==> src/rtl/rxr_pkg.sv <==
// Package: shared constants and types of the receive descriptor ring engine.
// Assumes 16-bit descriptor status and length words.
package rxr_pkg;
    localparam int ST_EMPTY = 15;   // descriptor owned by the engine
    localparam int ST_WRAP  = 14;   // last descriptor of the ring
    localparam int ST_LAST  = 13;   // descriptor ends a frame
    localparam int ST_LONG  = 4;    // frame exceeded the size limit
    localparam int ERR_W    = 4;    // stream error flags on status bits 3:0
    localparam int HALF_W   = 16;
    // bits rewritten at write-back: empty, last and the five error bits
    localparam logic [HALF_W-1:0] ST_CLR_MASK = 16'hA01F;

    typedef enum logic [2:0] {
        RX_IDLE,
        RX_FETCH,
        RX_CHECK,
        RX_STALL,
        RX_READY,
        RX_WBACK
    } rxr_state_e;
endpackage

==> src/rtl/rxr_ring_ptr.sv <==
// Module: ring index of the current descriptor.
// Steps by one after each write-back, or returns to 0 when the written-back
// descriptor carried the wrap flag. Reset and kill force index 0.
module rxr_ring_ptr #(
    parameter int IDX_W = 4
) (
    input  logic             clk,
    input  logic             rst_n,
    input  logic             kill,
    input  logic             advance,
    input  logic             wrap,
    output logic [IDX_W-1:0] idx
);
    // Purpose: hold and step the ring index.
    always_ff @(posedge clk) begin
        if (!rst_n || kill) begin
            idx <= '0;
        end else if (advance) begin
            idx <= wrap ? '0 : idx + IDX_W'(1);
        end
    end


    kill_to_base_chk: assert property (@(posedge clk) disable iff (!rst_n)
        kill |=> idx == '0);

    wrap_to_base_chk: assert property (@(posedge clk) disable iff (!rst_n)
        (advance && wrap && !kill) |=> idx == '0);

    step_next_chk: assert property (@(posedge clk) disable iff (!rst_n)
        (advance && !wrap && !kill) |=> idx == IDX_W'($past(idx) + IDX_W'(1)));
endmodule

==> src/rtl/rxr_ctrl.sv <==
// Module: descriptor sequencing state machine.
// Fetches a descriptor, waits one cycle for the read data, then either
// accepts a frame (empty descriptor) or stalls until cont. After a frame
// it writes the descriptor back and fetches the next one.
// Assumes the descriptor memory answers one cycle after the read request.
module rxr_ctrl
    import rxr_pkg::*;
(
    input  logic       clk,
    input  logic       rst_n,
    input  logic       kill,
    input  logic       cont,
    input  logic       desc_empty,
    input  logic       frame_done,
    output rxr_state_e state
);
    rxr_state_e state_nx;

    // Purpose: choose the next state; kill overrides everything.
    always_comb begin
        state_nx = state;
        if (kill) begin
            state_nx = RX_IDLE;
        end else begin
            unique case (state)
                RX_IDLE:  if (cont) state_nx = RX_FETCH;
                RX_FETCH: state_nx = RX_CHECK;
                RX_CHECK: state_nx = desc_empty ? RX_READY : RX_STALL;
                RX_STALL: if (cont) state_nx = RX_FETCH;
                RX_READY: if (frame_done) state_nx = RX_WBACK;
                RX_WBACK: state_nx = RX_FETCH;
                default:  state_nx = RX_IDLE;
            endcase
        end
    end

    // Purpose: state register with synchronous reset.
    always_ff @(posedge clk) begin
        if (!rst_n) state <= RX_IDLE;
        else        state <= state_nx;
    end


    idle_wait_chk: assert property (@(posedge clk) disable iff (!rst_n)
        (state == RX_IDLE && !cont) |=> state == RX_IDLE);

    nonempty_stall_chk: assert property (@(posedge clk) disable iff (!rst_n)
        (state == RX_CHECK && !desc_empty && !kill) |=> state == RX_STALL);

    stall_hold_chk: assert property (@(posedge clk) disable iff (!rst_n)
        (state == RX_STALL && !cont && !kill) |=> state == RX_STALL);

    kill_idle_chk: assert property (@(posedge clk) disable iff (!rst_n)
        kill |=> state == RX_IDLE);
endmodule

==> src/rtl/rxr_frame_path.sv <==
// Module: frame byte path.
// Latches the fetched descriptor, decides per frame whether it is taken
// (first byte seen while ready) or dropped, writes taken bytes to the
// buffer through a registered byte port, counts the length with saturation
// above MAX_FRAME, and builds the write-back status/length word.
// Assumes error flags are valid with the last byte and that frames are
// separated by at least three idle cycles.
module rxr_frame_path
    import rxr_pkg::*;
#(
    parameter int ADDR_W    = 32,
    parameter int MAX_FRAME = 1518
) (
    input  logic                clk,
    input  logic                rst_n,
    input  logic                kill,
    input  logic                ready,
    input  logic                load_desc,
    input  logic [HALF_W-1:0]   desc_stat,
    input  logic [ADDR_W-1:0]   desc_base,
    input  logic                rx_valid,
    input  logic [7:0]          rx_data,
    input  logic                rx_last,
    input  logic [ERR_W-1:0]    rx_err,
    output logic                frame_done,
    output logic                desc_wrap,
    output logic [2*HALF_W-1:0] wb_word,
    output logic                buf_wr_en,
    output logic [ADDR_W-1:0]   buf_wr_addr,
    output logic [7:0]          buf_wr_data,
    output logic                dropped
);
    localparam int CW = $clog2(MAX_FRAME + 2);
    localparam logic [CW-1:0] CNT_MAX = CW'(MAX_FRAME);

    logic                in_frame;
    logic                taking;
    logic                take;
    logic                start;
    logic                too_long;
    logic [CW-1:0]       cnt;
    logic [CW-1:0]       cnt_base;
    logic [CW-1:0]       cnt_inc;
    logic [HALF_W-1:0]   stat_q;
    logic [HALF_W-1:0]   new_stat;
    logic [HALF_W-1:0]   len_out;
    logic [ADDR_W-1:0]   base_q;

    // Purpose: byte acceptance, saturating length and write-back status.
    always_comb begin
        start    = !in_frame;
        take     = rx_valid && !kill && (taking || (start && ready));
        cnt_base = start ? '0 : cnt;
        cnt_inc  = (cnt_base > CNT_MAX) ? cnt_base : cnt_base + CW'(1);
        too_long = cnt_inc > CNT_MAX;
        len_out  = too_long ? HALF_W'(MAX_FRAME) : HALF_W'(cnt_inc);
        new_stat = (stat_q & ~ST_CLR_MASK) | (HALF_W'(1) << ST_LAST)
                 | {{(HALF_W-ERR_W-1){1'b0}}, too_long, rx_err};
    end

    assign frame_done = take && rx_last;
    assign desc_wrap  = stat_q[ST_WRAP];

    // Purpose: track frame boundaries on the stream, taken or not.
    always_ff @(posedge clk) begin
        if (!rst_n)        in_frame <= 1'b0;
        else if (rx_valid) in_frame <= !rx_last;
    end

    // Purpose: remember that the frame in flight is being stored.
    always_ff @(posedge clk) begin
        if (!rst_n || kill) begin
            taking <= 1'b0;
            cnt    <= '0;
        end else if (take) begin
            taking <= !rx_last;
            cnt    <= cnt_inc;
        end
    end

    // Purpose: hold the descriptor fetched in the check cycle.
    always_ff @(posedge clk) begin
        if (!rst_n) begin
            stat_q <= '0;
            base_q <= '0;
        end else if (load_desc) begin
            stat_q <= desc_stat;
            base_q <= desc_base;
        end
    end

    // Purpose: registered buffer byte write, limited to MAX_FRAME bytes.
    always_ff @(posedge clk) begin
        if (!rst_n) begin
            buf_wr_en   <= 1'b0;
            buf_wr_addr <= '0;
            buf_wr_data <= '0;
        end else begin
            buf_wr_en   <= take && (cnt_base < CNT_MAX);
            buf_wr_addr <= base_q + ADDR_W'(cnt_base);
            buf_wr_data <= rx_data;
        end
    end

    // Purpose: capture the write-back word on the last stored byte.
    always_ff @(posedge clk) begin
        if (!rst_n)          wb_word <= '0;
        else if (frame_done) wb_word <= {new_stat, len_out};
    end

    // Purpose: sticky flag for bytes that could not be stored.
    always_ff @(posedge clk) begin
        if (!rst_n || kill)          dropped <= 1'b0;
        else if (rx_valid && !take)  dropped <= 1'b1;
    end


    buf_bound_chk: assert property (@(posedge clk) disable iff (!rst_n)
        buf_wr_en |-> (buf_wr_addr - base_q) < ADDR_W'(MAX_FRAME));

    drop_sticky_chk: assert property (@(posedge clk) disable iff (!rst_n)
        (dropped && !kill) |=> dropped);

    kill_clear_chk: assert property (@(posedge clk) disable iff (!rst_n)
        kill |=> !dropped && !taking);
endmodule

==> src/rtl/rxr_ring_engine.sv <==
// Module: receive descriptor ring engine (top).
// Walks a ring of descriptors in an external memory, stores each frame in
// the buffer of an empty descriptor, writes back status and length, and
// stalls on descriptors still owned by software until cont.
// Assumes a one-cycle descriptor read latency.
module rxr_ring_engine
    import rxr_pkg::*;
#(
    parameter int IDX_W     = 4,
    parameter int ADDR_W    = 32,
    parameter int MAX_FRAME = 1518
) (
    input  logic                clk,
    input  logic                rst_n,
    input  logic                kill,
    input  logic                cont,
    input  logic                rx_valid,
    input  logic [7:0]          rx_data,
    input  logic                rx_last,
    input  logic [ERR_W-1:0]    rx_err,
    output logic                dsc_rd_en,
    output logic                dsc_wr_en,
    output logic [IDX_W-1:0]    dsc_idx,
    input  logic [HALF_W-1:0]   dsc_rd_stat,
    input  logic [ADDR_W-1:0]   dsc_rd_addr,
    output logic [2*HALF_W-1:0] dsc_wr_data,
    output logic                buf_wr_en,
    output logic [ADDR_W-1:0]   buf_wr_addr,
    output logic [7:0]          buf_wr_data,
    output logic                rx_dropped
);
    rxr_state_e state;
    logic       frame_done;
    logic       desc_wrap;

    rxr_ctrl u_ctrl (
        .clk        (clk),
        .rst_n      (rst_n),
        .kill       (kill),
        .cont       (cont),
        .desc_empty (dsc_rd_stat[ST_EMPTY]),
        .frame_done (frame_done),
        .state      (state)
    );

    rxr_ring_ptr #(.IDX_W(IDX_W)) u_ptr (
        .clk     (clk),
        .rst_n   (rst_n),
        .kill    (kill),
        .advance (state == RX_WBACK),
        .wrap    (desc_wrap),
        .idx     (dsc_idx)
    );

    rxr_frame_path #(.ADDR_W(ADDR_W), .MAX_FRAME(MAX_FRAME)) u_path (
        .clk         (clk),
        .rst_n       (rst_n),
        .kill        (kill),
        .ready       (state == RX_READY),
        .load_desc   (state == RX_CHECK),
        .desc_stat   (dsc_rd_stat),
        .desc_base   (dsc_rd_addr),
        .rx_valid    (rx_valid),
        .rx_data     (rx_data),
        .rx_last     (rx_last),
        .rx_err      (rx_err),
        .frame_done  (frame_done),
        .desc_wrap   (desc_wrap),
        .wb_word     (dsc_wr_data),
        .buf_wr_en   (buf_wr_en),
        .buf_wr_addr (buf_wr_addr),
        .buf_wr_data (buf_wr_data),
        .dropped     (rx_dropped)
    );

    // Purpose: memory strobes follow the sequencing state.
    assign dsc_rd_en = (state == RX_FETCH);
    assign dsc_wr_en = (state == RX_WBACK);


    wb_owner_chk: assert property (@(posedge clk) disable iff (!rst_n)
        dsc_wr_en |-> (!dsc_wr_data[HALF_W+ST_EMPTY] && dsc_wr_data[HALF_W+ST_LAST]));

    kill_no_write_chk: assert property (@(posedge clk) disable iff (!rst_n)
        kill |=> !dsc_wr_en);
endmodule

==> config.mk <==
export PLATFORM = sky130hd
export DESIGN_NAME = rxr_ring_engine
export DESIGN_NICKNAME = d
export VERILOG_FILES = /design/src/rtl/rxr_pkg.sv /design/src/rtl/rxr_ring_ptr.sv /design/src/rtl/rxr_ctrl.sv /design/src/rtl/rxr_frame_path.sv /design/src/rtl/rxr_ring_engine.sv
export SDC_FILE = /design/constraint.sdc
export NUM_CORES = 1
export LEC_CHECK = 0
export CORE_MARGIN = 2
export CORE_UTILIZATION = 50
export DETAILED_ROUTE_END_ITERATION = 16
export PLACE_DENSITY_LB_ADDON = 0.08
export RECOVER_POWER = 25
export REMOVE_ABC_BUFFERS = 1
export SYNTH_ARGS = -nofsm -noshare
export SYNTH_HDL_FRONTEND = slang
export SYNTH_HIERARCHICAL = 1
export SYNTH_SLANG_ARGS = --single-unit
==> constraint.sdc <==
create_clock -name clk -period 3.6 [get_ports clk]
set_input_delay 0.54 -clock clk [delete_from_list [all_inputs] [get_ports clk]]
set_output_delay 0.54 -clock clk [all_outputs]
set_load 0.01 [all_outputs]
==> results of run 1 <==
worst max-delay path by stage:
| stage | cells past startpoint | end |
|---|---|---|
| 5_1_grt | 14 | u_path/buf_wr_addr[26] |
| 3_3_place_gp | 13 | u_path/buf_wr_addr[24] |
| 4_1_cts | 13 | u_path/buf_wr_addr[24] |
| 2_1_floorplan | 3 | u_path/base_q[0] |
| 6_report | 14 | u_path/buf_wr_addr[24] |
| 3_5_place_dp | 13 | u_path/buf_wr_addr[24] |
through the flow:
stage | setup TNS, ns | hold WS (ns) | instance area, sq um
2_1_floorplan | -72.63 | 0.440 | 5810
3_3_place_gp | 0 | 0.430 | 7390
3_5_place_dp | 0 | 0.435 | 7390
4_1_cts | 0 | 0.449 | 7950
5_1_grt | -0.00885 | 0.464 | 7950
6_report | 0 | 0.446 | 7950
sequential cells by signal (all words and copies together), names as in the netlist:
signal              cells
u_path/buf_wr_en        1
u_path/base_q          32
u_path/wb_word         26
u_path/dropped          1
u_ptr/idx               4
u_path/stat_q           9
u_path/buf_wr_addr     32
u_ctrl/state            3
u_path/taking           1
u_path/cnt             11
u_path/in_frame         1
u_path/buf_wr_data      8
power by group through the flow:
stage / Sequential, mW / Combinational, mW / Clock [mW]
finish: 1.46 / 0.168 / 1.64
global route: 1.46 / 0.181 / 1.74
CTS: 1.46 / 0.171 / 1.67
detailed placement: 1.49 / 0.170 / 0
global placement: 1.49 / 0.167 / 0
floorplan: 1.49 / 0.0559 / 0
routing by layer:
metal  vias up  share of wire, %
li1       2512                 -
met4         0               1.6
met2       152                49
met3        18               4.7
met1      2336                45
met5         -                 0
layout make-up:
type	count	area, sq um	area share, %
clock buffers	23	478	6.01
flip-flops and latches	129	2580	32.5
multi-input cells	477	3170	39.9
clock inverters	6	82.6	1.04
well taps	147	184	2.31
repair buffers	144	1400	17.6
inverters	13	48.8	0.614
kinds of logic (layout without fill, tap and decap cells):
kind of cell	Yosys count	count (layout)	synth area share [%]
buffers and inverters	54	186	4.40
adders and majority gates	13	13	2.79
xor gates and xnor gates	30	30	4.38
DFF	129	129	43.0
other	1	6	0.0625
and+or+nand+nor	276	276	25.1
muxes	43	43	7.19
AOI/OAI and AO/OA	109	109	13.0
worst register-to-register path, cell delays in order, from the launching register on:
cell,delay (ns)
dfxtp_1,0.41
nand2_1,0.11
inv_1,0.16
ha_1,0.19
inv_1,0.06
fa_1,0.41
nor2b_2,0.25
o311ai_0,0.20
nand4_1,0.30
o2111ai_1,0.19
a31oi_1,0.27
o21ai_2,0.10
buf_4,0.18
or3_1,0.35
a21boi_1,0.14
what timing repair did:
item                                    in CTS  in global routing
endpoints found under the setup margin       0                  6
hold endpoints to repair                     0                  0
setup buffers                                0                  2
resized for setup                            0                  1
cells in the final DEF (no fill, tap or decap), types with 6 or more instances in the layout:
| cell | instances |
|---|---|
| a211oi_1 | 8 |
| nor2_1 | 32 |
| inv_1 | 12 |
| mux2i_1 | 42 |
| dlygate4sd3_1 | 19 |
| xor2_1 | 7 |
| or3_1 | 6 |
| clkdlybuf4s50_1 | 113 |
| xnor2_1 | 23 |
| nand3_1 | 17 |
| clkbuf_1 | 6 |
| and2_1 | 32 |
| nor3_1 | 10 |
| a21boi_0 | 18 |
| a21oi_1 | 15 |
| nand4_1 | 11 |
| nand2_1 | 70 |
| o21ai_0 | 17 |
| conb_1 | 6 |
| dfxtp_1 | 129 |
| ha_1 | 11 |
| and2_2 | 8 |
| buf_4 | 8 |
| and2_0 | 7 |
| clkbuf_16 | 17 |
| nor3b_1 | 7 |
| nor2b_1 | 47 |
| o211ai_1 | 7 |
cells in the mapped netlist, types with 2 or more instances:
| library cell | number | area (sq um) |
|---|---|---|
| a211oi_1 | 8 | 60.1 |
| a21boi_0 | 18 | 135 |
| a21oi_1 | 15 | 75.1 |
| a221oi_1 | 2 | 17.5 |
| a311oi_1 | 3 | 26.3 |
| a31oi_1 | 5 | 31.3 |
| and2_1 | 39 | 244 |
| and2_2 | 8 | 60.1 |
| and3_1 | 4 | 25.0 |
| and3_2 | 3 | 22.5 |
| and3b_1 | 2 | 17.5 |
| and4_1 | 3 | 26.3 |
| buf_1 | 6 | 22.5 |
| buf_2 | 2 | 10.0 |
| buf_4 | 9 | 67.6 |
| buf_6 | 2 | 22.5 |
| clkbuf_1 | 21 | 78.8 |
| dfxtp_1 | 129 | 2580 |
| ha_1 | 11 | 138 |
| inv_1 | 12 | 45.0 |
| mux2i_1 | 42 | 420 |
| nand2_1 | 70 | 263 |
| nand2b_1 | 5 | 31.3 |
| nand3_1 | 17 | 85.1 |
| nand3b_1 | 3 | 22.5 |
| nand4_1 | 11 | 68.8 |
| nor2_1 | 32 | 120 |
| nor2b_1 | 48 | 300 |
| nor3_1 | 9 | 45.0 |
| nor3b_1 | 7 | 52.6 |
| o2111ai_1 | 3 | 26.3 |
| o211a_1 | 2 | 20.0 |
| o211ai_1 | 7 | 52.6 |
| o21a_1 | 5 | 37.5 |
| o21ai_0 | 17 | 85.1 |
| o21ai_1 | 2 | 10.0 |
| o221ai_1 | 2 | 17.5 |
| o22ai_1 | 2 | 12.5 |
| o311ai_0 | 3 | 26.3 |
| or3_1 | 6 | 37.5 |
| xnor2_1 | 23 | 201 |
| xor2_1 | 7 | 61.3 |
==> impl_results.md, run 1 <==
* Status: completed
* Slowest CP cell: dfxtp_1
* Root buf cell: clkbuf_16
* Hold EP: u_path/wb_word[20]
* Crit path launch: u_path/cnt[0]
* Gr ovfl total at 0
* Ys async rst share at 0%
* Post-synthesis area per instance at 9.17 sq um
* CP Max Fanout at 6
* Crit-path leading delay family: simple AND/OR/NAND/NOR gates
* Pin count of the biggest net entering global routing at 40
* Global routing's busiest layer: met2
* Worst-skew pair later-pin latency at 0.42 ns
* Clock share of power at 50.2%
* M1 GR Usage at 27.8%
* Gr usage total at 22.7%
* Syn Inst Count at 655
* Slew margin rel. at 11.6%
* Pins Over Slew Limit at 0
* Area grow syn2layout at 32.4%
* CTS H-tree depth at 4
* Internal power at 2.61 mW
* Overall Power at 3.27 mW
* #FFs+latches synth at 129
* Die Area at 12900 sq um
* Vias in the first global route at 4844
* Maximum vdd drop at 306 uV
* Crit-path cells: nand2_1 -> inv_1 -> ha_1 -> inv_1 -> fa_1 -> nor2b_2 -> o311ai_0 -> nand4_1 -> o2111ai_1 -> a31oi_1 -> o21ai_2 -> buf_4 -> or3_1 -> a21boi_1
* Worst R2R Start: u_path/cnt[0]
* GRT met2 Usage at 38.6%
* Die H at 114 microns
* MaxCap Viol Count at 0
* Tightest Hold Check Type: flop to flop
* Die W at 114 microns
* Post-synth EDFFs at 0
* Vias at 5018
* Ys flop type: dfxtp_1
* Final hold violation count at 0
* Count of cell types in the netlist at 72
* Setup CP Type: flop to flop
* DP HPWL at 9.75 mm
* Initial antenna violation count at 0
* Vias per inst at 5.34
* Initial DRC count at 342
* Inserted Clock Buffers at 17
* Dpl cells at 908
* # fillers at 1012
* Dpl ws at 0.386 ns
* Post-Syn Area at 6000 sq um
* Hold Path Origin: u_path/wb_word[20]
* Min Tclk post-route at 3.38 ns
* Residual DRC at 0
* Setup violators final at 0
* Drt pass-1 iters at 6
* CP Launch Type: flop
* Layout cells sized above 1 at 7.70%
* Setup ws final at 0.218 ns
* I/O pins at 146
* Placer Congestion at 0.863
* Final Core Density at 67.0%
* Drt wl/cell at 15.1 microns
* Worst Skew at 0.0106 ns
* # hold bufs at CTS at 0
* # rows at 40
* Cell Count, Final, Fillers Out at 939
* Hold depth at 2
* Worst reg-to-reg setup slack at 0.22 ns
* Post-synthesis sequential area ratio at 43.0%
* Gate power share at 5.1%
* R2R cell count at 14
* Req. time, crit path at 3.94 ns
* Clk slew on worst S/H paths at 0.05 ns
* Max Root-Sink Buffers at 2
* Leakage at 2.84 nW
* Max Freq at 296 MHz
* Final nets at 860
* CP arrival at 3.72 ns
* Net Sw Power at 0.662 mW
* Syn. warnings at 6
* Most frequent CP cell: inv_1
* Largest stage delay on the critical path at 0.41 ns
* Worst-Margin Slew at 1.33 ns
* Number of nets with antenna violations after routing at 0
* GRT met3 Usage at 5.47%
* Global-route wire length before repair at 23.3 mm
* Core area at 11900 sq um
* CTS tree: done
* Total Routed Length at 14.2 mm
* Element type at the critical path end: flop
* Tcrit/Tclk final at 93.9%
* Number of port buffers at 133
* Initial core utilization at 50.6%
* CTS sink cnt at 129
* Sw Share at 20.3%
* Worst R2R End: u_path/buf_wr_addr[24]
* # diodes at 0
* P per Cell Area at 411 nW/um^2
* Reg power frac at 44.6%
* Worst path bufs/invs at 3
(Power assumes the default switching activity.)
==> inputs of run 2 (changes only) <==
CTS_CLUSTER_SIZE = 25   (was default)
==> results of run 2 <==
Same layout as run 1: the final DEF is identical, and so are final timing and power.
==> inputs of run 3 (changes only) <==
ABC_AREA = 1   (was default)
==> run 3 against run 2 <==
Net effect:
- the flow now finishes with violations (capacitance limit, slew limit)
- via count up 14%
- maximum frequency is 23% higher
- sequential share of layout area is 0.59 points higher
- largest cell class unchanged
- critical endpoint is now u_path/wb_word[3]
- synthesized cell count is 26% higher
==> impl_results.md, run 3 <==
* Setup violators final at 0 (unchanged)
* # diodes at 0 (unchanged)
* Die W at 112 microns (was 114 microns)
* Syn. warnings at 6 (unchanged)
* Post-CTS resize count at 0 (unchanged)
* Post-synth EDFFs at 0 (unchanged)
* CTS H-tree depth at 4 (unchanged)
* Post-synthesis area per instance at 7.12 sq um (was 9.17 sq um)
* Status: complete, but fails checks (was completed)
* Worst Skew at 0.00783 ns (was 0.0106 ns)
* Placer Congestion at 0.897 (was 0.863)
* Failing checks: capacitance limit, slew limit
* Ys async rst share at 0% (unchanged)
* Most frequent cells in the layout: 160 x nand2_1, 129 x dfxtp_1, 104 x clkdlybuf4s50_1 (was 129 x dfxtp_1, 113 x clkdlybuf4s50_1, 70 x nand2_1)
* P per Cell Area at 417 nW/um^2 (was 411 nW/um^2)
* DP HPWL at 11.0 mm (was 9.75 mm)
* Tcrit/Tclk final at 76.5% (was 93.9%)
* Initial DRC count at 341 (was 342)
* Max Freq at 363 MHz (was 296 MHz)
* Post-route setup TNS at 0 ns (unchanged)
* Req. time, crit path at 3.90 ns (was 3.94 ns)
* Post-CTS Setup Bufs at 0 (unchanged)
* Slew margin rel. at -2.24% (was 11.6%)
* Ys flop type: dfxtp_1 (unchanged)
* Largest regs: u_path/base_q (32), u_path/buf_wr_addr (32), u_path/wb_word (26) (unchanged)
* Yosys top cell by area: dfxtp_1 (unchanged)
* Initial core utilization at 51.2% (was 50.6%)
* Number of nets with antenna violations after routing at 0 (unchanged)
* CTS sink cnt at 129 (unchanged)
* #FFs+latches synth at 129 (unchanged)
* Largest stage delay on the critical path at 0.45 ns (was 0.41 ns)
* Initial antenna violation count at 0 (unchanged)
* # rows at 39 (was 40)
* Tightest Hold Check Type: flop to flop (unchanged)
* Root buf cell: clkbuf_16 (unchanged)
* Pins Over Slew Limit at 46 (was 0)
* Vias in the first global route at 5437 (was 4844)
* Die H at 112 microns (was 114 microns)
* Clk slew on worst S/H paths at 0.05 ns (about the same)
* Drt pass-1 iters at 6 (unchanged)
* MaxCap Viol Count at 1 (was 0)
* Total Routed Length at 15.4 mm (was 14.2 mm)
* Worst-Margin Slew at 1.53 ns (was 1.33 ns)
* Core area at 11500 sq um (was 11900 sq um)
* # hold bufs at CTS at 0 (unchanged)
* I/O pins at 146 (unchanged)
* Top post-synthesis cells by area: dfxtp_1 44%, nand2_1 10%, o21ai_0 7.7% (was dfxtp_1 43%, mux2i_1 7.0%, nor2b_1 5.0%)
* Max Root-Sink Buffers at 2 (unchanged)
* Die Area at 12600 sq um (was 12900 sq um)
* Slowest CP cell: dfxtp_1 (unchanged)
* Gr ovfl total at 0 (unchanged)
* Gr usage total at 24.7% (was 22.7%)
* Vias per inst at 5.18 (was 5.34)
* Final nets at 1033 (was 860)
* Min Tclk post-route at 2.75 ns (was 3.38 ns)
* CP Launch Type: flop (unchanged)
* Commonest non-fill, non-tap cell in the layout: nand2_1 (was dfxtp_1)
* Fin Hold WS at 0.462 ns (was 0.446 ns)
* Inserted Clock Buffers at 17 (unchanged)
* Vias at 5738 (was 5018)
* Count of cell types in the netlist at 39 (was 72)
* Synth top area share at 44.0% (was 43.0%)
* RSZ-0062 raised after global routing: false
* Number of port buffers at 133 (unchanged)
* CP Max Fanout at 8 (was 6)
* CP arrival at 3.06 ns (was 3.72 ns)
* Setup CP Type: flop to flop (unchanged)
* Most common cell in the netlist: nand2_1 (was dfxtp_1)
* Residual DRC at 0 (unchanged)
* Syn Inst Count at 825 (was 655)
* Global-route wire length before repair at 25.3 mm (was 23.3 mm)
* Top cells by count, synth: 160 x nand2_1, 129 x dfxtp_1, 102 x nor2_1, 99 x inv_1, 90 x o21ai_0 (was 129 x dfxtp_1, 70 x nand2_1, 48 x nor2b_1, 42 x mux2i_1, 39 x and2_1)
* Maximum vdd drop at 316 uV (was 306 uV)
* Final hold violation count at 0 (unchanged)
* Element type at the critical path end: flop (unchanged)
* Layout cells sized above 1 at 7.26% (was 7.70%)
* CTS tree: done (unchanged)
* Area grow syn2layout at 32.8% (was 32.4%)
* # fillers at 991 (was 1012)
* Drt wl/cell at 13.9 microns (was 15.1 microns)
* Post-Syn Area at 5880 sq um (was 6000 sq um)
* Post-synthesis sequential area ratio at 44.0% (was 43.0%)
* Crit-path cells: nand2_1 -> inv_1 -> ha_1 -> nand4_1 -> nor2_1 -> nand3_1 -> nand2_1 -> inv_1 -> nand2_2 -> nand3_1 -> nor3_2 -> nand3_1 -> nand2_4 -> nand2_4 -> o21bai_1 -> inv_1 (was nand2_1 -> inv_1 -> ha_1 -> inv_1 -> fa_1 -> nor2b_2 -> o311ai_0 -> nand4_1 -> o2111ai_1 -> a31oi_1 -> o21ai_2 -> buf_4 -> or3_1 -> a21boi_1)
* Worst-skew pair later-pin latency at 0.41 ns (was 0.42 ns)
* Leakage at 3.40 nW (was 2.84 nW)
* Pin count of the biggest net entering global routing at 50 (was 40)
## run 3: metrics by stage
step	cell area, sq um	worst slack [ns]	std cells	utilization [%]	total power, mW
floorplan	5720	0.927	797	-	1.59
global placement	7270	0.680	1079	63.4	1.71
detailed placement	7270	0.598	1079	63.4	1.72
CTS	7810	0.871	1107	68.1	3.29
global route	7800	0.491	1107	68.1	3.38
finish	7800	0.846	1107	68.1	3.25
## run 3: final cells by class
cell class                 count  area [sq um]  share of cell area, %
clock inverter                 5          57.6                  0.738
multi-input combinational    560          2730                   35.0
sequential                   129          2580                   33.1
timing repair buffer         139          1370                   17.5
inverter                     108           405                   5.19
tap                          143           179                   2.29
clock buffer                  23           478                   6.12
## run 3: per-layer routing
metal  GRT usage [%]  vias up  share of wire (%)
li1                -     2899                  -
met1            31.9     2610                 45
met2            40.6      204                 47
met3            4.97       25                5.8
met4            9.84        0                1.6
met5               0        -                  0
## run 3: power by group
part | total [mW] | internal (mW) | leakage (nW) | switching, mW
logic | 0.206 | 0.105 | 2.10 | 0.101
clock network | 1.57 | 0.986 | 0.253 | 0.583
registers | 1.48 | 1.46 | 1.04 | 0.0194
## run 3: final timing paths
path,startpoint,to,slack [ns],cells after the start
setup / recovery,u_path/in_frame,u_path/wb_word[3],0.85,16
hold / removal,u_path/stat_q[7],u_path/wb_word[23],0.46,2
setup reg to reg,u_path/in_frame,u_path/wb_word[3],0.85,16
hold reg to reg,u_path/stat_q[7],u_path/wb_word[23],0.46,2
## run 3: cells by family after synthesis
family          after synthesis  share of synthesized area (%)
compound gates              193                           17.5
other cells                   1                         0.0638
fa+ha+maj                    12                           2.68
buf+inv                     141                           9.88
xor+xnor                      6                          0.894
simple gates                343                           25.1
flops                       129                           44.0
## run 3: worst max-delay path, delay by kind of cell (launching register included)
kind / cells / cell delay (ns)
buf+inv: 3 / 0.26
fa+ha+maj: 1 / 0.22
simple gates: 11 / 1.58
compound gates: 1 / 0.15
flops: 1 / 0.45
